==> src/rtl/bb_pkg.sv <==
// Shared types for the base and bounds address checker.
// Assumes two windows: index 0 serves fetches, index 1 serves data.
package bb_pkg;

    typedef enum logic [1:0] {
        CAUSE_NONE = 2'd0,
        CAUSE_SPAN = 2'd1,
        CAUSE_WRAP = 2'd2
    } cause_e;

    localparam int unsigned NWIN     = 2;
    localparam int unsigned WIN_CODE = 0;
    localparam int unsigned WIN_DATA = 1;

    // Configuration select layout: bit 1 picks the window, bit 0 picks span over base.
    localparam int unsigned SEL_W = 2;

endpackage

==> src/rtl/bb_window_regs.sv <==
// Window register file: one base and one span register per window.
// Only privileged writes land. A user-mode write is dropped and raises
// cfg_fault for one cycle. Assumes synchronous active-low reset.
module bb_window_regs
    import bb_pkg::*;
#(
    parameter int unsigned AW = 16
) (
    input  logic                      clk,
    input  logic                      rst_n,
    input  logic                      cfg_we,
    input  logic                      cfg_priv,
    input  logic [SEL_W-1:0]          cfg_sel,
    input  logic [AW-1:0]             cfg_wdata,
    output logic [NWIN-1:0][AW-1:0]   win_base,
    output logic [NWIN-1:0][AW-1:0]   win_span,
    output logic                      cfg_fault
);

    logic write_ok;
    logic write_bad;

    // Split the strobe into accepted and rejected writes.
    always_comb begin
        write_ok  = cfg_we && cfg_priv;
        write_bad = cfg_we && !cfg_priv;
    end

    for (genvar w = 0; w < NWIN; w++) begin : g_win
        logic hit_base;
        logic hit_span;

        // Decode which register of this window the write addresses.
        always_comb begin
            hit_base = write_ok && (cfg_sel[1] == w[0]) && !cfg_sel[0];
            hit_span = write_ok && (cfg_sel[1] == w[0]) &&  cfg_sel[0];
        end

        // Base register of this window.
        always_ff @(posedge clk) begin
            if (!rst_n)        win_base[w] <= '0;
            else if (hit_base) win_base[w] <= cfg_wdata;
        end

        // Span register of this window.
        always_ff @(posedge clk) begin
            if (!rst_n)        win_span[w] <= '0;
            else if (hit_span) win_span[w] <= cfg_wdata;
        end
    end

    // One-cycle flag for a rejected user-mode write.
    always_ff @(posedge clk) begin
        if (!rst_n) cfg_fault <= 1'b0;
        else        cfg_fault <= write_bad;
    end

endmodule

==> config.mk <==
export PLATFORM = sky130hd
export DESIGN_NAME = bb_window_regs
export DESIGN_NICKNAME = d
export VERILOG_FILES = /design/src/rtl/bb_pkg.sv /design/src/rtl/bb_window_regs.sv
export SDC_FILE = /design/constraint.sdc
export NUM_CORES = 1
export LEC_CHECK = 0
export BUFFER_PORTS_ARGS = -buffer_cell sky130_fd_sc_hd__buf_4
export CAP_MARGIN = 10
export CORE_MARGIN = 2
export CORE_UTILIZATION = 33
export DETAILED_ROUTE_END_ITERATION = 6
export PLACE_DENSITY = 0.56
export SLEW_MARGIN = 20
export SYNTH_ARGS = -nofsm -noshare
export SYNTH_HDL_FRONTEND = slang
export SYNTH_SLANG_ARGS = --single-unit
==> constraint.sdc <==
create_clock -name clk -period 1.52 [get_ports clk]
set_clock_uncertainty 0.1 [all_clocks]
set_input_delay 0.076 -clock clk [delete_from_list [all_inputs] [get_ports clk]]
set_output_delay 0.076 -clock clk [all_outputs]
set_load 0.01 [all_outputs]
==> flow_metrics.tcl, run 1 <==
set metrics [dict create \
    status "complete, no violations" \
    htreeDepth 3 \
    place.gp.congestion 0.719 \
    synth_nets 253 \
    timing.rr.end "win_span[23]" \
    min-delay-start "cfg_wdata[12]" \
    ctsResizeCount 0 \
    placed_area_um2 3130 \
    cts_root_buffer "clkbuf_8" \
    grt_pass1_wl_mm 8.38 \
    final_antenna_net_count 0 \
    syn-cell-area_um2 2410 \
    stdcell_area_um2 3510 \
    avgSynthCellArea_um2 10.5 \
    path_clk_slew_ns 0.07 \
    first_global_vias 1744 \
    crit_top_cell "dlygate4sd3_1" \
    drive_gt1_share_pct 30.9 \
    vias 1873 \
    worstPathMaxFanout 5 \
    synth_cell_type_count 13 \
    wl_per_cell_um 12.9 \
    pwr-share-clk_pct 43.3 \
    timing.final.ws_setup_ns 0.256 \
    cp_slowest_cell "dlygate4sd3_1" \
    critPathCaptureType "register" \
    antenna_found_initial 0 \
    io_pins 87 \
    cp.depth 4 \
    hold_depth 3 \
    required_ns 1.69 \
    maxSlewViolCount 0 \
    crit_path_max_incr_delay_ns 0.55 \
    critical_path.top_delay_family "buffers and inverters" \
    numPortBuffers 86 \
    comb_power_share_pct 8.4 \
    overflow 0 \
    peakVddDrop_v 0.000427 \
    fillCellCount 670 \
    hold_buffers 17 \
    p_leak_nw 1.78 \
    wirelength_mm 5.61 \
    cts_tree "built" \
    clock.fmax_mhz 791 \
    hold_path_end "win_span[28]" \
    numCtsBuffers 9 \
    grt_usage_pct 14.1 \
    min_period_ns 1.26 \
    die_w_um 89.5 \
    r2r_slack_ns 0.80 \
    synth_seq_cells 65 \
    r2r_start "win_span[23]" \
    ys_seq_area_share_pct 53.9 \
    viasPerCell 4.30 \
    initial_core_util_pct 33.7 \
    startpoint "cfg_priv" \
    rsz0062_at_grt "false" \
    drcViolationCount 0 \
    core_um2 7180 \
    worst_pin_slew_ns 0.439 \
    drt-initial-drc-count 23 \
    die_area_um2 8020 \
    crit_chain "dlygate4sd3_1, buf_4, nor2_1, dlygate4sd3_1" \
    pwr-share-seq_pct 48.3 \
    p_int_mw 2.86 \
    hpwl_mm 3.58 \
    multiInputGateArea_um2 1000 \
    final_cell_mix "buf_4, nand2_1, dfxtp_1, mux2i_1, dlygate4sd3_1" \
    setup_viol 0 \
    nNetsFinal 355 \
    powerDensity_nw_per_um2 1040 \
    cts_setup_buffers 0 \
    syn2layout_area_growth_pct 45.2 \
    switching_share_pct 21.6 \
    period_share_pct 83.1 \
    critPathBufInv 3 \
    num_rows 31 \
    finalHoldViolations 0 \
    cts.sinks 65 \
    dr.pass1.iters 3 \
    post-place-ws_ns 0.451 \
    syn_inst 231 \
    insertion_delay_ns 0.33 \
    diodes 0 \
    final_common_cell "buf_4" \
    fin_hold_ws_ns 0.00758 \
    clockBufferDepth 2 \
    slew_headroom_pct 70.7 \
    tns_ns 0 \
    grt_max_degree 82 \
    hp-class "in -> reg" \
    power_mw 3.64 \
    register_area_um2 1300 \
    switchingPower_mw 0.787 \
    crit_arrival_ns 1.43 \
    crit_type "in -> reg" \
    cap_violations 0 \
    rr_worst_depth 2 \
    die_h_um 89.5 \
    ys.warnings.count 0 \
    cp-start-kind "input port" \
]
## layer usage
metal | routed length, µm | vias to the layer above | global-route usage [%]
met4 | 99 | 0 | 7.33
met3 | 269 | 7 | 4.25
met5 | 0 | - | 0
li1 | - | 967 | -
met2 | 2640 | 46 | 21.9
met1 | 2600 | 853 | 17.7
## cell usage after synthesis
| cell | instances | area share [%] |
|---|---|---|
| buf_2 | 3 | 0.62 |
| dfxtp_1 | 65 | 54 |
| nand2_1 | 81 | 13 |
| nand4b_1 | 1 | 0.36 |
| buf_12 | 1 | 0.83 |
| nand4_4 | 1 | 0.88 |
| buf_6 | 3 | 1.4 |
| buf_4 | 3 | 0.93 |
| nand4bb_1 | 1 | 0.47 |
| clkbuf_1 | 6 | 0.93 |
| nor2_1 | 1 | 0.16 |
| mux2i_1 | 64 | 27 |
| and4b_1 | 1 | 0.41 |
## power by group through the flow
stage / Sequential (mW) / Combinational, mW / Clock [mW]
finish: 1.76 / 0.305 / 1.58
detailed placement: 1.80 / 0.275 / 0
CTS: 1.76 / 0.309 / 1.62
global route: 1.76 / 0.332 / 1.69
global placement: 1.80 / 0.273 / 0
floorplan: 1.82 / 0.123 / 0
## per-stage QoR
stage / utilization (%) / std cells
final: 48.9 / 436
after CTS: 48.9 / 436
after detailed placement: 43.6 / 404
after global routing: 48.9 / 436
after floorplan: - / 231
after global placement: 43.6 / 404
## sequential cells by signal, indices dropped and copies added (netlist names)
signal / flops
cfg_fault: 1
win_base: 32
win_span: 32
## worst min-delay path, delay by kind of cell
kind                   cells  cell delay (ns)
buffers and inverters      1             0.08
multiplexers               1             0.14
AND/OR/NAND/NOR            1             0.11
## how the worst max path moves through the flow
| stage | endpoint | slack, ns |
|---|---|---|
| detailed placement | win_span[23] | 0.45 |
| finish | cfg_fault | 0.26 |
| global route | win_span[28] | 0.21 |
| global placement | win_span[26] | 0.48 |
| CTS | cfg_fault | 0.26 |
| floorplan | win_span[10] | 0.60 |
## area by class of cell
cell class	count	area share, %
flip-flops and latches	65	37.1
clock buffers	12	4.14
multi-input cells	150	28.5
repair buffers	107	24.8
clock inverters	3	1.86
well taps	99	3.53
## cell families (layout without fill, tap and decap cells)
group / count (synthesis) / count (layout) / share of synthesized area, %
muxes: 64 / 64 / 26.5
and+or+nand+nor: 86 / 86 / 14.9
DFF: 65 / 65 / 53.9
buffers and inverters: 16 / 122 / 4.71
Power figures use the tool's default switching activity.
==> run 2: changes to the inputs <==
--- a/config.mk
+++ b/config.mk
@@ -10,7 +10,7 @@
 export CORE_MARGIN = 2
 export CORE_UTILIZATION = 33
 export DETAILED_ROUTE_END_ITERATION = 6
-export PLACE_DENSITY = 0.56
+export PLACE_DENSITY = 0.58
 export SLEW_MARGIN = 20
 export SYNTH_ARGS = -nofsm -noshare
 export SYNTH_HDL_FRONTEND = slang
==> constraint.sdc (replaced) <==
create_clock -name clk -period 1 [get_ports clk]
set_clock_uncertainty 0.1 [all_clocks]
set_input_delay 0.05 -clock clk [delete_from_list [all_inputs] [get_ports clk]]
set_output_delay 0.05 -clock clk [all_outputs]
set_load 0.01 [all_outputs]
==> flow_metrics.tcl, run 2 (synthesis results as in run 1) <==
set metrics [dict create \
    insertion_delay_ns 0.32 \
    period_share_pct 96.2 \
    dp_cells 412 \
    final_cell_mix "buf_4, nand2_1, mux2i_1, dfxtp_1, dlygate4sd3_1" \
    cap_violations 0 \
    r2r_start "win_span[0]" \
    hold_depth 3 \
    viasPerCell 4.37 \
    crit_arrival_ns 0.81 \
    initial_core_util_pct 33.7 \
    reg_top3 "win_base (32), win_span (32), cfg_fault (1)" \
    die_area_um2 8020 \
    timing.rr.end "win_span[0]" \
    crit_type "reg -> out" \
    io_pins 87 \
    grt_max_degree 39 \
    cts_tree "built" \
    hold_path_end "win_span[19]" \
    worst_pin_slew_ns 0.192 \
    die_w_um 89.5 \
    final_cells 446 \
    numCtsBuffers 9 \
    vias 1947 \
    syn2layout_area_growth_pct 47.7 \
    finalHoldViolations 0 \
    clock.fmax_mhz 1040 \
    grt_usage_pct 15.2 \
    hp-class "in -> reg" \
    overflow 0 \
    cp-start-kind "register" \
    rr_worst_depth 2 \
    cts_root_buffer "clkbuf_8" \
    wirelength_mm 5.87 \
    rsz0062_at_grt "false" \
    hpwl_mm 4.08 \
    powerDensity_nw_per_um2 1390 \
    diodes 0 \
    die_h_um 89.5 \
    drt-initial-drc-count 30 \
    worstPathMaxFanout 2 \
    numPortBuffers 86 \
    path_clk_slew_ns 0.07 \
    htreeDepth 3 \
    slew_headroom_pct 87.2 \
    clockBufferDepth 2 \
    cp_slowest_cell "dfxtp_1" \
    critical_path.top_delay_family "flip-flops" \
    final_util_pct 49.7 \
    cts.sinks 65 \
    required_ns 0.85 \
    tns_ns 0 \
    drive_gt1_share_pct 34.3 \
    post-place-ws_ns -0.0358 \
    drcViolationCount 0 \
    antenna_found_initial 0 \
    power_mw 4.98 \
    first_global_vias 1890 \
    setup_viol 0 \
    critPathBufInv 1 \
    critPathCaptureType "output port" \
    place.gp.congestion 0.752 \
    dr.pass1.iters 4 \
    grt_pass1_wl_mm 9.10 \
    crit_chain "buf_4" \
    min-delay-start "cfg_priv" \
    peakVddDrop_v 0.000653 \
    final_common_cell "buf_4" \
    num_rows 31 \
    p_leak_nw 1.81 \
    core_um2 7180 \
    r2r_slack_ns 0.28 \
    timing.final.ws_setup_ns 0.0385 \
    status "complete, no violations" \
    nNetsFinal 364 \
    min_period_ns 0.962 \
    wl_per_cell_um 13.2 \
    crit_path_max_incr_delay_ns 0.36 \
    maxSlewViolCount 0 \
    final_antenna_net_count 0 \
]
==> run 2: cell types whose count changed in the layout (fill, tap and decap cells not counted), sizes merged <==
cell,change
buf,+8
clkinv,+3
bufinv,-2
dlygate4sd3,+1
==> run 2: area by class of cell <==
cell class	instances	area, µm²
clock buffer	12	135
multi-input combinational	150	1000
tap	99	124
timing repair buffer	116	978
clock inverter	4	20.0
sequential	65	1310
fill	687	3610
==> run 2: where the power goes <==
part           internal [mW]  switching [mW]
Combinational          0.269           0.232
Sequential              2.65          0.0319
Clock                  0.885           0.909
Total                   3.80            1.17
==> run 2: worst max path at each step <==
stage	from	to	slack, ns	depth (start not counted)
floorplan	cfg_sel[1]	win_span[10]	0.11	4
global placement	cfg_sel[1]	win_base[4]	-0.002	4
detailed placement	cfg_sel[1]	win_span[0]	-0.04	4
CTS	win_span[18]	win_span[18]	0.002	1
global route	win_span[26]	win_span[26]	0.005	1
finish	win_base[18]	win_base[18]	0.04	1
==> run 2: what timing repair did <==
action | 4_1_cts | 5_1_grt
endpoints found under the setup margin | 0 | 7
hold buffers | 18 | 0
resized for setup | 0 | 7
buffers inserted | 0 | 0
hold endpoints to repair | 64 | 0
==> run 2: metal layers <==
| layer | wire length, µm | vias to the layer above | global-route usage [%] |
|---|---|---|---|
| met5 | 0 | - | 0 |
| met1 | 2530 | 899 | 18.6 |
| li1 | - | 979 | - |
| met4 | 125 | 0 | 8.14 |
| met3 | 296 | 9 | 3.97 |
| met2 | 2920 | 60 | 24.2 |
==> run 2: through the flow <==
step	hold WS [ns]	area, µm²
global placement	0.181	3220
CTS	0.00260	3560
detailed placement	0.185	3220
global route	0.00379	3570
finish	0.0143	3570
floorplan	0.0215	2410
